<file path="config.mk">
export PLATFORM = sky130hd
export DESIGN_NAME = sync_clamp_gen
export DESIGN_NICKNAME = d
export VERILOG_FILES = /design/src/rtl/scg_pkg.sv /design/src/rtl/scg_edge.sv /design/src/rtl/scg_cfg.sv /design/src/rtl/scg_pulse_timer.sv /design/src/rtl/sync_clamp_gen.sv
export SDC_FILE = /design/constraint.sdc
export NUM_CORES = 1
export LEC_CHECK = 0
export BUFFER_PORTS_ARGS = -buffer_cell sky130_fd_sc_hd__clkbuf_2
export CAP_MARGIN = 0
export CORE_ASPECT_RATIO = 0.5
export CORE_MARGIN = 5
export CORE_UTILIZATION = 25
export CTS_CLUSTER_SIZE = 10
export DETAILED_ROUTE_END_ITERATION = 6
export RECOVER_POWER = 25
export SLEW_MARGIN = 20
export SYNTH_ARGS = -nofsm -noshare
export SYNTH_HDL_FRONTEND = slang
export SYNTH_SLANG_ARGS = --single-unit
</file>
<file path="constraint.sdc">
create_clock -name clk -period 1.71 [get_ports clk]
set_input_delay 0.2565 -clock clk [delete_from_list [all_inputs] [get_ports clk]]
set_output_delay 0.2565 -clock clk [all_outputs]
set_load 0.05 [all_outputs]
</file>
<file path="src/rtl/scg_pkg.sv">
package scg_pkg;
  localparam int CFG_W = 8;

  typedef enum logic [1:0] {
    SEL_PLACE = 2'd0,
    SEL_DUR   = 2'd1,
    SEL_WIDTH = 2'd2,
    SEL_NONE  = 2'd3
  } cfg_sel_e;

  typedef struct packed {
    logic [CFG_W-1:0] place;
    logic [CFG_W-1:0] dur;
    logic [CFG_W-1:0] width;
  } cfg_t;

  typedef enum logic [1:0] {
    T_IDLE = 2'd0,
    T_WAIT = 2'd1,
    T_ACT  = 2'd2
  } tstate_e;
endpackage

</file>
<file path="src/rtl/scg_edge.sv">
module scg_edge #(
  parameter int STAGES = 2
) (
  input  logic clk,
  input  logic rst_n,
  input  logic hs_raw,
  input  logic pol_low,
  output logic lead,
  output logic trail
);
  // Polarity is folded in ahead of the synchroniser so that reset (all zero)
  // always means "sync inactive" and no false edge appears after reset.
  logic [STAGES-1:0] sync_q, sync_d;
  logic              lvl, lvl_q;

  always_comb begin
    sync_d = {sync_q[STAGES-2:0], hs_raw ^ pol_low};
  end

  assign lvl   = sync_q[STAGES-1];
  assign lead  = lvl & ~lvl_q;
  assign trail = ~lvl & lvl_q;

  always_ff @(posedge clk or negedge rst_n) begin
    if (!rst_n) begin
      sync_q <= '0;
      lvl_q  <= 1'b0;
    end else begin
      sync_q <= sync_d;
      lvl_q  <= lvl;
    end
  end

  p_lead_spaced_r2 : assert property (@(posedge clk) disable iff (!rst_n)
    lead |=> !lead);
  p_trail_spaced_r3 : assert property (@(posedge clk) disable iff (!rst_n)
    trail |=> !trail);
endmodule

</file>
<file path="src/rtl/scg_cfg.sv">
module scg_cfg
  import scg_pkg::*;
#(
  parameter logic [CFG_W-1:0] DEF_PLACE = 8'd8,
  parameter logic [CFG_W-1:0] DEF_DUR   = 8'd20,
  parameter logic [CFG_W-1:0] DEF_WIDTH = 8'd32
) (
  input  logic             clk,
  input  logic             rst_n,
  input  logic             we,
  input  logic [1:0]       sel,
  input  logic [CFG_W-1:0] wdata,
  input  logic             load,
  output cfg_t             pend,
  output cfg_t             act
);
  localparam cfg_t DEF_CFG = '{place: DEF_PLACE, dur: DEF_DUR, width: DEF_WIDTH};

  cfg_t pend_q, pend_d, act_q, act_d;

  always_comb begin
    pend_d = pend_q;
    if (we) begin
      case (cfg_sel_e'(sel))
        SEL_PLACE: pend_d.place = wdata;
        SEL_DUR:   pend_d.dur   = wdata;
        SEL_WIDTH: pend_d.width = wdata;
        default:   ;
      endcase
    end
    act_d = load ? pend_q : act_q;
  end

  always_ff @(posedge clk or negedge rst_n) begin
    if (!rst_n) begin
      pend_q <= DEF_CFG;
      act_q  <= DEF_CFG;
    end else begin
      if (we)   pend_q <= pend_d;
      if (load) act_q  <= act_d;
    end
  end

  assign pend = pend_q;
  assign act  = act_q;

  p_sel_none_r8 : assert property (@(posedge clk) disable iff (!rst_n)
    (we && sel == 2'd3) |=> $stable(pend_q));
  p_no_load_hold_r6 : assert property (@(posedge clk) disable iff (!rst_n)
    (!load && we) |=> $stable(act_q));
endmodule

</file>
<file path="src/rtl/scg_pulse_timer.sv">
module scg_pulse_timer
  import scg_pkg::*;
#(
  parameter int W = CFG_W
) (
  input  logic         clk,
  input  logic         rst_n,
  input  logic         start,
  input  logic [W-1:0] delay,
  input  logic [W-1:0] len,
  output logic         pulse
);
  tstate_e      state_q, state_d;
  logic [W-1:0] cnt_q, cnt_d, len_q, len_d;
  logic         en;

  assign en = start | (state_q != T_IDLE);

  always_comb begin
    state_d = state_q;
    cnt_d   = cnt_q;
    len_d   = len_q;
    if (start) begin
      len_d = len;
      if (delay != '0) begin
        state_d = T_WAIT;
        cnt_d   = delay;
      end else if (len != '0) begin
        state_d = T_ACT;
        cnt_d   = len;
      end else begin
        state_d = T_IDLE;
        cnt_d   = '0;
      end
    end else begin
      case (state_q)
        T_WAIT: begin
          if (cnt_q == W'(1)) begin
            if (len_q != '0) begin
              state_d = T_ACT;
              cnt_d   = len_q;
            end else begin
              state_d = T_IDLE;
              cnt_d   = '0;
            end
          end else begin
            cnt_d = cnt_q - W'(1);
          end
        end
        T_ACT: begin
          if (cnt_q == W'(1)) begin
            state_d = T_IDLE;
            cnt_d   = '0;
          end else begin
            cnt_d = cnt_q - W'(1);
          end
        end
        default: ;
      endcase
    end
  end

  always_ff @(posedge clk or negedge rst_n) begin
    if (!rst_n) begin
      state_q <= T_IDLE;
      cnt_q   <= '0;
      len_q   <= '0;
    end else if (en) begin
      state_q <= state_d;
      cnt_q   <= cnt_d;
      len_q   <= len_d;
    end
  end

  assign pulse = (state_q == T_ACT);

  p_zero_len_r4 : assert property (@(posedge clk) disable iff (!rst_n)
    (start && len == '0) |=> !pulse);
  p_start_now_r2 : assert property (@(posedge clk) disable iff (!rst_n)
    (start && delay == '0 && len != '0) |=> pulse);
  p_wait_quiet_r3 : assert property (@(posedge clk) disable iff (!rst_n)
    (start && delay != '0) |=> !pulse);
  p_restart_r5 : assert property (@(posedge clk) disable iff (!rst_n)
    (pulse && start && delay != '0) |=> !pulse);
endmodule

</file>
<file path="src/rtl/sync_clamp_gen.sv">
module sync_clamp_gen
  import scg_pkg::*;
#(
  parameter int               SYNC_STAGES = 2,
  parameter logic [CFG_W-1:0] DEF_PLACE   = 8'd8,
  parameter logic [CFG_W-1:0] DEF_DUR     = 8'd20,
  parameter logic [CFG_W-1:0] DEF_WIDTH   = 8'd32
) (
  input  logic             clk,
  input  logic             rst_n,
  input  logic             hs_in,
  input  logic             hs_pol_low,
  input  logic             cfg_we,
  input  logic [1:0]       cfg_sel,
  input  logic [CFG_W-1:0] cfg_wdata,
  output logic             hs_out,
  output logic             clamp_out
);
  logic lead, trail;
  cfg_t pend, act;

  scg_edge #(.STAGES(SYNC_STAGES)) u_edge (
    .clk    (clk),
    .rst_n  (rst_n),
    .hs_raw (hs_in),
    .pol_low(hs_pol_low),
    .lead   (lead),
    .trail  (trail)
  );

  scg_cfg #(
    .DEF_PLACE(DEF_PLACE),
    .DEF_DUR  (DEF_DUR),
    .DEF_WIDTH(DEF_WIDTH)
  ) u_cfg (
    .clk  (clk),
    .rst_n(rst_n),
    .we   (cfg_we),
    .sel  (cfg_sel),
    .wdata(cfg_wdata),
    .load (lead),
    .pend (pend),
    .act  (act)
  );

  // The sync pulse starts on the same edge that promotes pending settings,
  // so it takes its width straight from the pending copy.
  scg_pulse_timer #(.W(CFG_W)) u_sync_tmr (
    .clk  (clk),
    .rst_n(rst_n),
    .start(lead),
    .delay({CFG_W{1'b0}}),
    .len  (pend.width),
    .pulse(hs_out)
  );

  scg_pulse_timer #(.W(CFG_W)) u_clamp_tmr (
    .clk  (clk),
    .rst_n(rst_n),
    .start(trail),
    .delay(act.place),
    .len  (act.dur),
    .pulse(clamp_out)
  );

  p_out_quiet_reset_r1 : assert property (@(posedge clk) disable iff (!rst_n)
    $rose(rst_n) |-> (!hs_out && !clamp_out));
endmodule

</file>
==> reports/metrics.yaml, run 1 <==
timing:
  fin_crit_sh: 0.9566
  hold_viol_final: 0
  holdWs_ns: 0.1045
  relSlewSlack: 0.3937
  setup_viol: 0
  rsz0062_at_grt: "yes"
  final_max_slew_viol_count: 0
  final.setup_skew_ns: 0.003544
  fmax_mhz: 611.3
  worst_pin_slew_ns: 0.9095
  worst_slack_ns: 0.07426
  fin_crit_ns: 1.636
routing:
  drc_errors: 0
  vias: 2576
  routed_via_density: 4.641
  first_pass_iters: 4
  drt_iter0_drc: 181
  post_drt_wl_per_cell_um: 13.80
  detail-route-antenna-nets: 0
  routed_wl_um: 7661
floorplan:
  dieArea_um2: 16120
  initial_core_util: 0.2528
  die_y_um: 92.32
  num_rows: 30
  io_pins: 17
  fp.coreArea_um2: 13400
  die_w_um: 174.6
cts:
  cts_made_buffers: 9
  cts_tree: "built"
  clk_latency_ns: 0.33
  cts_sinks: 70
  cts.root.buffer_cell: "clkbuf_16"
  cts_buffer_depth: 2
  cts_max_level: 3
  clk_pin_slew_ns: 0.06
place:
  place_ws_ns: 0.05161
  placed_area_um2: 3807
  gp_congestion: 0.8888
  io_buffers: 16
  hpwl_um: 5526
yosys:
  synth_fp_nets: 363
  yosysWarnings: 0
  synth_seq_cells: 70
  synthCells: 341
  ys_types: 53
  synthFlopType: "dfrtp_1"
  synth-seq-area-share: 0.5196
  synthArstFlopShare: 1.000
  avgSynthCellArea_um2: 9.936
  synth-edff-count: 0
  netlist_area_um2: 3388
hold_path:
  min_path_type: "in -> reg"
global_routing:
  antenna_found_initial: 0
  grt_pass1_vias: 2558
  grt_use_total: 0.1006
  grt_pass1_wl_um: 12930
  grt_max_degree: 58
  grt-ovfl-total: 0
power_and_ir_drop:
  p_leak_nw: 1.799
  peakVddDrop_mv: 0.5092
  power_density_nw_per_um2: 1708
setup_path:
  cp.arrival_ns: 1.85
  endpoint_kind: "flop"
  path_max_fanout: 4
  worstSetupPathType: "reg -> reg"
  crit_required_ns: 1.93
  startpoint_type: "flop"
layout:
  drive_gt1_frac: 0.2665
  fill_cells: 1380
  diodes: 0
  multi_input_area_um2: 1565
  post-route-util: 0.3106
  final_cell_mix: "nand2_1 (77), dfrtp_1 (62), mux2_2 (25), buf_4 (20), o21ai_0 (16)"
  nets: 396
  seq_area_um2: 1762
  areaGrowthSynthToFinish_pct: 22.86
  final_area_um2: 4163
  final_common_cell: "nand2_1"
flow_run:
  drv_cap: 0
outcome:
  status: "finished clean"
power breakdown:
part	switching, mW	internal (mW)	leakage, nW
registers	0.469	2.20	0.838
logic	1.34	1.12	0.809
clock network	0.699	1.27	0.152
total	2.51	4.60	1.80
final cells by class:
type | instances | share of cell area
Clock buffer | 10 | 0.05500
Tap cell | 176 | 0.05290
Clock inverter | 6 | 0.02074
Inverter | 11 | 0.009919
Sequential cell | 70 | 0.4232
Timing Repair Buffer | 39 | 0.06222
Multi-Input combinational cell | 243 | 0.3760
metal layers:
metal | wire length [µm] | part of all wire | global-route usage | up-vias
met1 | 3664 | 0.48 | 0.1304 | 1232
met3 | 370 | 0.048 | 0.03018 | 13
met5 | 0 | 0 | 0 | -
li1 | - | - | - | 1273
met2 | 3518 | 0.46 | 0.1592 | 58
met4 | 108 | 0.014 | 0.03854 | 0
sequential cells by signal, indices dropped and copies added (netlist names):
name and flops:
u_clamp_tmr.cnt_q 8, u_edge.sync_q 2, u_sync_tmr.cnt_q 8, u_edge.lvl_q 1, u_cfg.pend 24, u_clamp_tmr.len_q 8, u_cfg.act 16, u_clamp_tmr.state_q 2
u_sync_tmr.state_q 1
kinds of logic after synthesis:
kind of cell / share of synthesized area
mux: 0.09195
buf+inv: 0.03139
fa+ha+maj: 0.02585
compound gates: 0.1008
xor+xnor: 0.01293
simple gates: 0.2175
flops: 0.5196
final timing paths:
| kind | start | to | cells past startpoint | slack, ns |
|---|---|---|---|---|
| min reg2reg | u_edge.sync_q[0] | u_edge.sync_q[1] | 0 | 0.35 |
| max in group asynchronous | rst_n | u_cfg.pend[5] | 3 | 0.29 |
| max | u_clamp_tmr.cnt_q[1] | u_clamp_tmr.cnt_q[1] | 6 | 0.07 |
| min in group asynchronous | rst_n | u_clamp_tmr.cnt_q[7] | 2 | 0.57 |
| max reg2reg | u_clamp_tmr.cnt_q[1] | u_clamp_tmr.cnt_q[1] | 6 | 0.07 |
| min | hs_in | u_edge.sync_q[0] | 2 | 0.10 |
critical path, cell delays in order, from the launching register on:
cell,delay [ns]
dfrtp_1,0.38
inv_2,0.08
ha_4,0.13
or3b_4,0.41
nor2_4,0.16
o21ai_1,0.07
a211o_1,0.28
stage by stage:
| stage | power, mW | setup TNS (ns) | instances |
|---|---|---|---|
| floorplan | 4.284 | -0.03076 | 341 |
| global placement | 5.020 | 0 | 537 |
| detailed placement | 5.071 | 0 | 537 |
| CTS | 7.075 | 0 | 554 |
| global route | 7.617 | -0.01340 | 555 |
| finish | 7.111 | 0 | 555 |
repair_timing:
action	in CTS	in global routing
endpoints found under the hold margin	13	0
setup endpoints to repair	1	11
hold buffers	1	0
pin swaps	0	1
cloned	0	0
setup buffers	0	1
resized for setup	1	12
Yosys cell counts (2+ instances only):
master | n | area, µm²
mux2i_1 | 3 | 30.03
o21ai_0 | 16 | 80.08
nand4b_1 | 2 | 17.52
nor3b_1 | 4 | 30.03
mux2_2 | 25 | 281.5
o21ai_1 | 2 | 10.01
o22ai_1 | 2 | 12.51
nand2b_1 | 5 | 31.28
nand3_1 | 8 | 40.04
inv_1 | 11 | 41.29
xnor2_1 | 2 | 17.52
buf_1 | 2 | 7.510
dfrtp_1 | 63 | 1577
nand4_1 | 2 | 12.51
nor4_1 | 9 | 56.30
a21oi_1 | 10 | 50.05
ha_1 | 7 | 87.58
nand3b_1 | 2 | 15.01
clkbuf_1 | 14 | 52.55
xor2_1 | 3 | 26.28
a211oi_1 | 4 | 30.03
nor2b_1 | 7 | 43.79
nand2_1 | 77 | 289.0
a31oi_1 | 7 | 43.79
nor4_2 | 2 | 25.02
nor3_1 | 9 | 45.04
dfstp_2 | 7 | 183.9
nor2_1 | 11 | 41.29
(Power assumes the default switching activity.)
==> run 2: changes to the inputs <==
- CORE_UTILIZATION: 25 -> 40
==> reports/metrics.yaml, run 2 (synthesized netlist as in run 1, its figures left out) <==
place:
  hpwl_um: 5429
  place_ws_ns: 0.06823
  io_buffers: 16
  gp_congestion: 0.8995
layout:
  largest_register_ff_count: 24
  drive_gt1_frac: 0.2658
  final_cell_mix: "nand2_1 (77), dfrtp_1 (62), mux2_2 (25), buf_4 (20), o21ai_0 (15)"
  nets: 397
  diodes: 0
  post-route-util: 0.5026
  areaGrowthSynthToFinish_pct: 20.38
  final_common_cell: "nand2_1"
  fill_cells: 750
routing:
  drc_errors: 0
  drt_iter0_drc: 202
  routed_wl_um: 7625
  routed_via_density: 5.299
  first_pass_iters: 5
  detail-route-antenna-nets: 0
  vias: 2607
  post_drt_wl_per_cell_um: 15.50
timing:
  fmax_mhz: 604.7
  fin_crit_sh: 0.9671
  setup_viol: 0
  worst_pin_slew_ns: 0.5125
  relSlewSlack: 0.6573
  hold_viol_final: 0
  worst_slack_ns: 0.05628
  fin_crit_ns: 1.654
  final.setup_skew_ns: 0.009749
  holdWs_ns: 0.1144
  rsz0062_at_grt: "yes"
  finalSetupTns_ns: 0
  final_max_slew_viol_count: 0
power_and_ir_drop:
  switching_share: 0.3560
  clockPowerShare: 0.262
  p_leak_nw: 1.809
  p_sw_mw: 2.487
  power_density_nw_per_um2: 1713
  seqPwrFrac: 0.381
  peakVddDrop_mv: 0.6937
  internal_power_mw: 4.500
  p_comb_frac: 0.357
global_routing:
  antenna_found_initial: 0
  grt_max_degree: 31
  grt_pass1_vias: 2675
  grt_pass1_wl_um: 13200
  grt-ovfl-total: 0
  grt_use_total: 0.1600
setup_path:
  cp.arrival_ns: 1.40
  regToRegSetupSlack_ns: 0.06
  endpoint_kind: "primary output"
  worstSetupPathType: "reg -> out"
  crit_required_ns: 1.45
  path_max_fanout: 11
  r2r-end: "u_clamp_tmr.cnt_q[1]"
  rr_startpoint: "u_clamp_tmr.cnt_q[1]"
  startpoint_type: "flop"
  rr_worst_depth: 6
cts:
  cts_tree: "built"
  cts_made_buffers: 9
  cts_sinks: 70
  cts_buffer_depth: 2
  clk_latency_ns: 0.34
  cts_max_level: 3
  cts.root.buffer_cell: "clkbuf_16"
  clk_pin_slew_ns: 0.05
floorplan:
  io_pins: 17
  initial_core_util: 0.4175
  fp.coreArea_um2: 8115
  die_w_um: 140.2
  die_y_um: 75.08
  dieArea_um2: 10520
  num_rows: 23
outcome:
  status: "finished clean"
hold_path:
  worstHoldStart: "hs_in"
  whs_path_depth: 2
  hold_end: "u_edge.sync_q[0]"
  min_path_type: "in -> reg"
flow_run:
  drv_cap: 0
[run 2: final cells by class]
class	instances	area (µm²)	area share
sequential	70	1762	0.4319
multi-input combinational	243	1560	0.3825
timing repair buffer	40	282.8	0.06933
clock buffer	11	242.7	0.05951
tap	112	140.1	0.03436
clock inverter	5	50.05	0.01227
inverter	11	41.29	0.01012
[run 2: timing repair]
action,in CTS,in global routing
gates resized for setup,1,10
hold buffers,1,0
pin swaps,0,1
setup endpoints to repair,1,11
setup buffers,0,1
endpoints found under the hold margin,16,0
[run 2: metal layers]
metal,track usage,wire [µm],vias to the layer above
li1,-,-,1271
met1,0.2068,3558,1276
met2,0.2574,3650,52
met3,0.05266,311,8
met4,0.05693,104,0
met5,0,0,-
[run 2: worst max path at each step]
stage                                 from                   end  slack, ns
floorplan           u_clamp_tmr.state_q[0]  u_clamp_tmr.cnt_q[6]      -0.03
global placement      u_clamp_tmr.cnt_q[1]  u_clamp_tmr.cnt_q[1]       0.08
detailed placement    u_clamp_tmr.cnt_q[1]  u_clamp_tmr.cnt_q[1]       0.07
CTS                 u_clamp_tmr.state_q[0]             clamp_out       0.04
global route        u_clamp_tmr.state_q[0]             clamp_out   -0.00001
finish              u_clamp_tmr.state_q[0]             clamp_out       0.06
[run 2: per-stage QoR]
| stage | power [mW] | cells | cell area [µm²] |
|---|---|---|---|
| floorplan | 4.284 | 341 | 3400 |
| finish | 6.987 | 492 | 4079 |
| global route | 7.524 | 492 | 4079 |
| detailed placement | 5.085 | 474 | 3747 |
| CTS | 6.962 | 491 | 4053 |
| global placement | 4.995 | 474 | 3747 |
[run 2: power by group through the flow]
stage | registers [mW] | logic [mW] | clock network (mW)
floorplan | 2.60 | 1.68 | 0
CTS | 2.65 | 2.44 | 1.88
global route | 2.73 | 2.83 | 1.96
global placement | 2.64 | 2.35 | 0
detailed placement | 2.67 | 2.42 | 0
finish | 2.66 | 2.49 | 1.83
[run 2: critical path, stage by stage (launching register included)]
cell and delay (ns):
dfrtp_1 0.39, inv_1 0.09, ha_2 0.31, clkbuf_4 0.28
==> run 3: changes to the inputs <==
- CORE_UTILIZATION: 40 -> 56
- PLACE_DENSITY: default -> 0.76
- SYNTH_HIERARCHICAL: default -> 1
==> reports/metrics.yaml, run 3 <==
routing:
  detail-route-antenna-nets: 0
  routed_wl_um: 10360
  vias: 3197
  first_pass_iters: 5
  routed_via_density: 6.043
  drt_iter0_drc: 283
  post_drt_wl_per_cell_um: 19.57
  drc_errors: 0
power_and_ir_drop:
  seqPwrFrac: 0.393
  p_leak_nw: 2.159
  internal_power_mw: 5.261
  peakVddDrop_mv: 0.9686
  power_density_nw_per_um2: 1606
  switching_share: 0.3578
  clockPowerShare: 0.227
  p_sw_mw: 2.931
  finalPower_mw: 8.191
  p_comb_frac: 0.379
timing:
  worst_slack_ns: -0.1125
  rsz0062_at_grt: "yes"
  relSlewSlack: 0.4858
  fin_crit_ns: 1.822
  holdWs_ns: 0.1139
  worst_pin_slew_ns: 0.7714
  fmax_mhz: 548.7
  hold_viol_final: 0
  fin_crit_sh: 1.066
  final.setup_skew_ns: 0.005417
  setup_viol: 4
  final_max_slew_viol_count: 0
global_routing:
  antenna_found_initial: 0
  grt_max_degree: 30
  grt_pass1_vias: 3250
  grt_use_total: 0.2398
  grt_pass1_wl_um: 16750
  grt-ovfl-total: 0
floorplan:
  io_pins: 17
  initial_core_util: 0.5869
  num_rows: 21
  die_w_um: 129.4
  dieArea_um2: 9023
  die_y_um: 69.72
  fp.coreArea_um2: 6805
place:
  gp_congestion: 0.9672
  placed_area_um2: 4561
  hpwl_um: 7044
  io_buffers: 16
  dpl.cell_count: 504
layout:
  multi_input_area_um2: 2132
  final_cell_mix: "dfrtp_1 (72), buf_4 (48), mux2_2 (48), a21oi_1 (19), conb_1 (18)"
  seq_area_um2: 1986
  largest_register_ff_count: 24
  final_area_um2: 5100
  final_common_cell: "dfrtp_1"
  areaGrowthSynthToFinish_pct: 27.69
  diodes: 0
  drive_gt1_frac: 0.4027
  final_cells: 529
  post-route-util: 0.7494
  nets: 451
  fill_cells: 438
yosys:
  yosysWarnings: 6
  avgSynthCellArea_um2: 11.44
  synthCells: 349
  netlist_area_um2: 3994
cts:
  cts_max_level: 3
  cts.root.buffer_cell: "clkbuf_16"
  cts_sinks: 79
  cts_made_buffers: 9
  clk_latency_ns: 0.33
  cts_buffer_depth: 2
  cts_tree: "built"
  clk_pin_slew_ns: 0.06
setup_path:
  crit_required_ns: 1.94
  endpoint_kind: "flop"
  worstSetupPathType: "reg -> reg"
  cp.arrival_ns: 2.05
  startpoint_type: "flop"
  path_max_fanout: 3
outcome:
  status: "finished, violations left"
  violations: "setup timing"
hold_path:
  min_path_type: "in -> reg"
flow_run:
  drv_cap: 0
-- run 3: metal layers --
layer  wire, µm  up-vias  track usage
met5          0        -            0
met4        280        0      0.08180
met3        549       27      0.07077
met2       5206      114       0.3951
met1       4318     1601       0.3022
li1           -     1455            -
-- run 3: path summary, 6_finish.rpt --
check,cells after the start,slack [ns],endpoint,from
worst max register to register,5,-0.11,u_clamp_tmr/state_q[1],u_cfg/act[21]
worst max-delay path,5,-0.11,u_clamp_tmr/state_q[1],u_cfg/act[21]
worst min-delay path,2,0.11,u_edge/sync_q[0],hs_in
worst min register to register,0,0.36,u_edge/sync_q[1],u_edge/sync_q[0]
min in group asynchronous,2,0.53,u_clamp_tmr/len_q[3],rst_n
max in group asynchronous,3,0.42,u_cfg/act[12],rst_n
-- run 3: layout make-up --
type / count / share of cell area
sequential: 79 / 0.3894
inverter: 14 / 0.01030
clock inverter: 5 / 0.01153
tap: 92 / 0.02257
timing repair buffer: 69 / 0.1026
multi-input combinational: 259 / 0.4181
clock buffer: 11 / 0.04563
-- run 3: worst max-delay path: stages, from the launching register on --
cell	delay, ns
dfrtp_1	0.39
or4_4	0.60
nor4_4	0.20
and2_4	0.21
a21oi_2	0.06
o31ai_2	0.25
-- run 3: timing repair --
action / in CTS / in global routing
endpoints found under the setup margin: 16 / 19
hold buffers: 1 / 0
pin swaps: 5 / 10
cloned: 0 / 0
setup buffers: 2 / 6
gates resized for setup: 17 / 26
hold endpoints to repair: 22 / 0
-- run 3: power groups by stage --
stage / Clock (mW) / Sequential, mW / Combinational (mW)
6_report: 1.86 / 3.22 / 3.11
5_1_grt: 1.99 / 3.30 / 3.36
4_1_cts: 1.90 / 3.17 / 2.79
3_5_place_dp: 0 / 3.14 / 2.67
3_3_place_gp: 0 / 3.10 / 2.57
2_1_floorplan: 0 / 3.02 / 1.68
-- run 3: metrics by stage --
step,setup slack (ns),TNS [ns]
global route,-0.1563,-0.5836
detailed placement,-0.1569,-0.7441
global placement,-0.06155,-0.1726
finish,-0.1125,-0.1780
CTS,-0.05686,-0.05686
floorplan,-0.1764,-0.1764
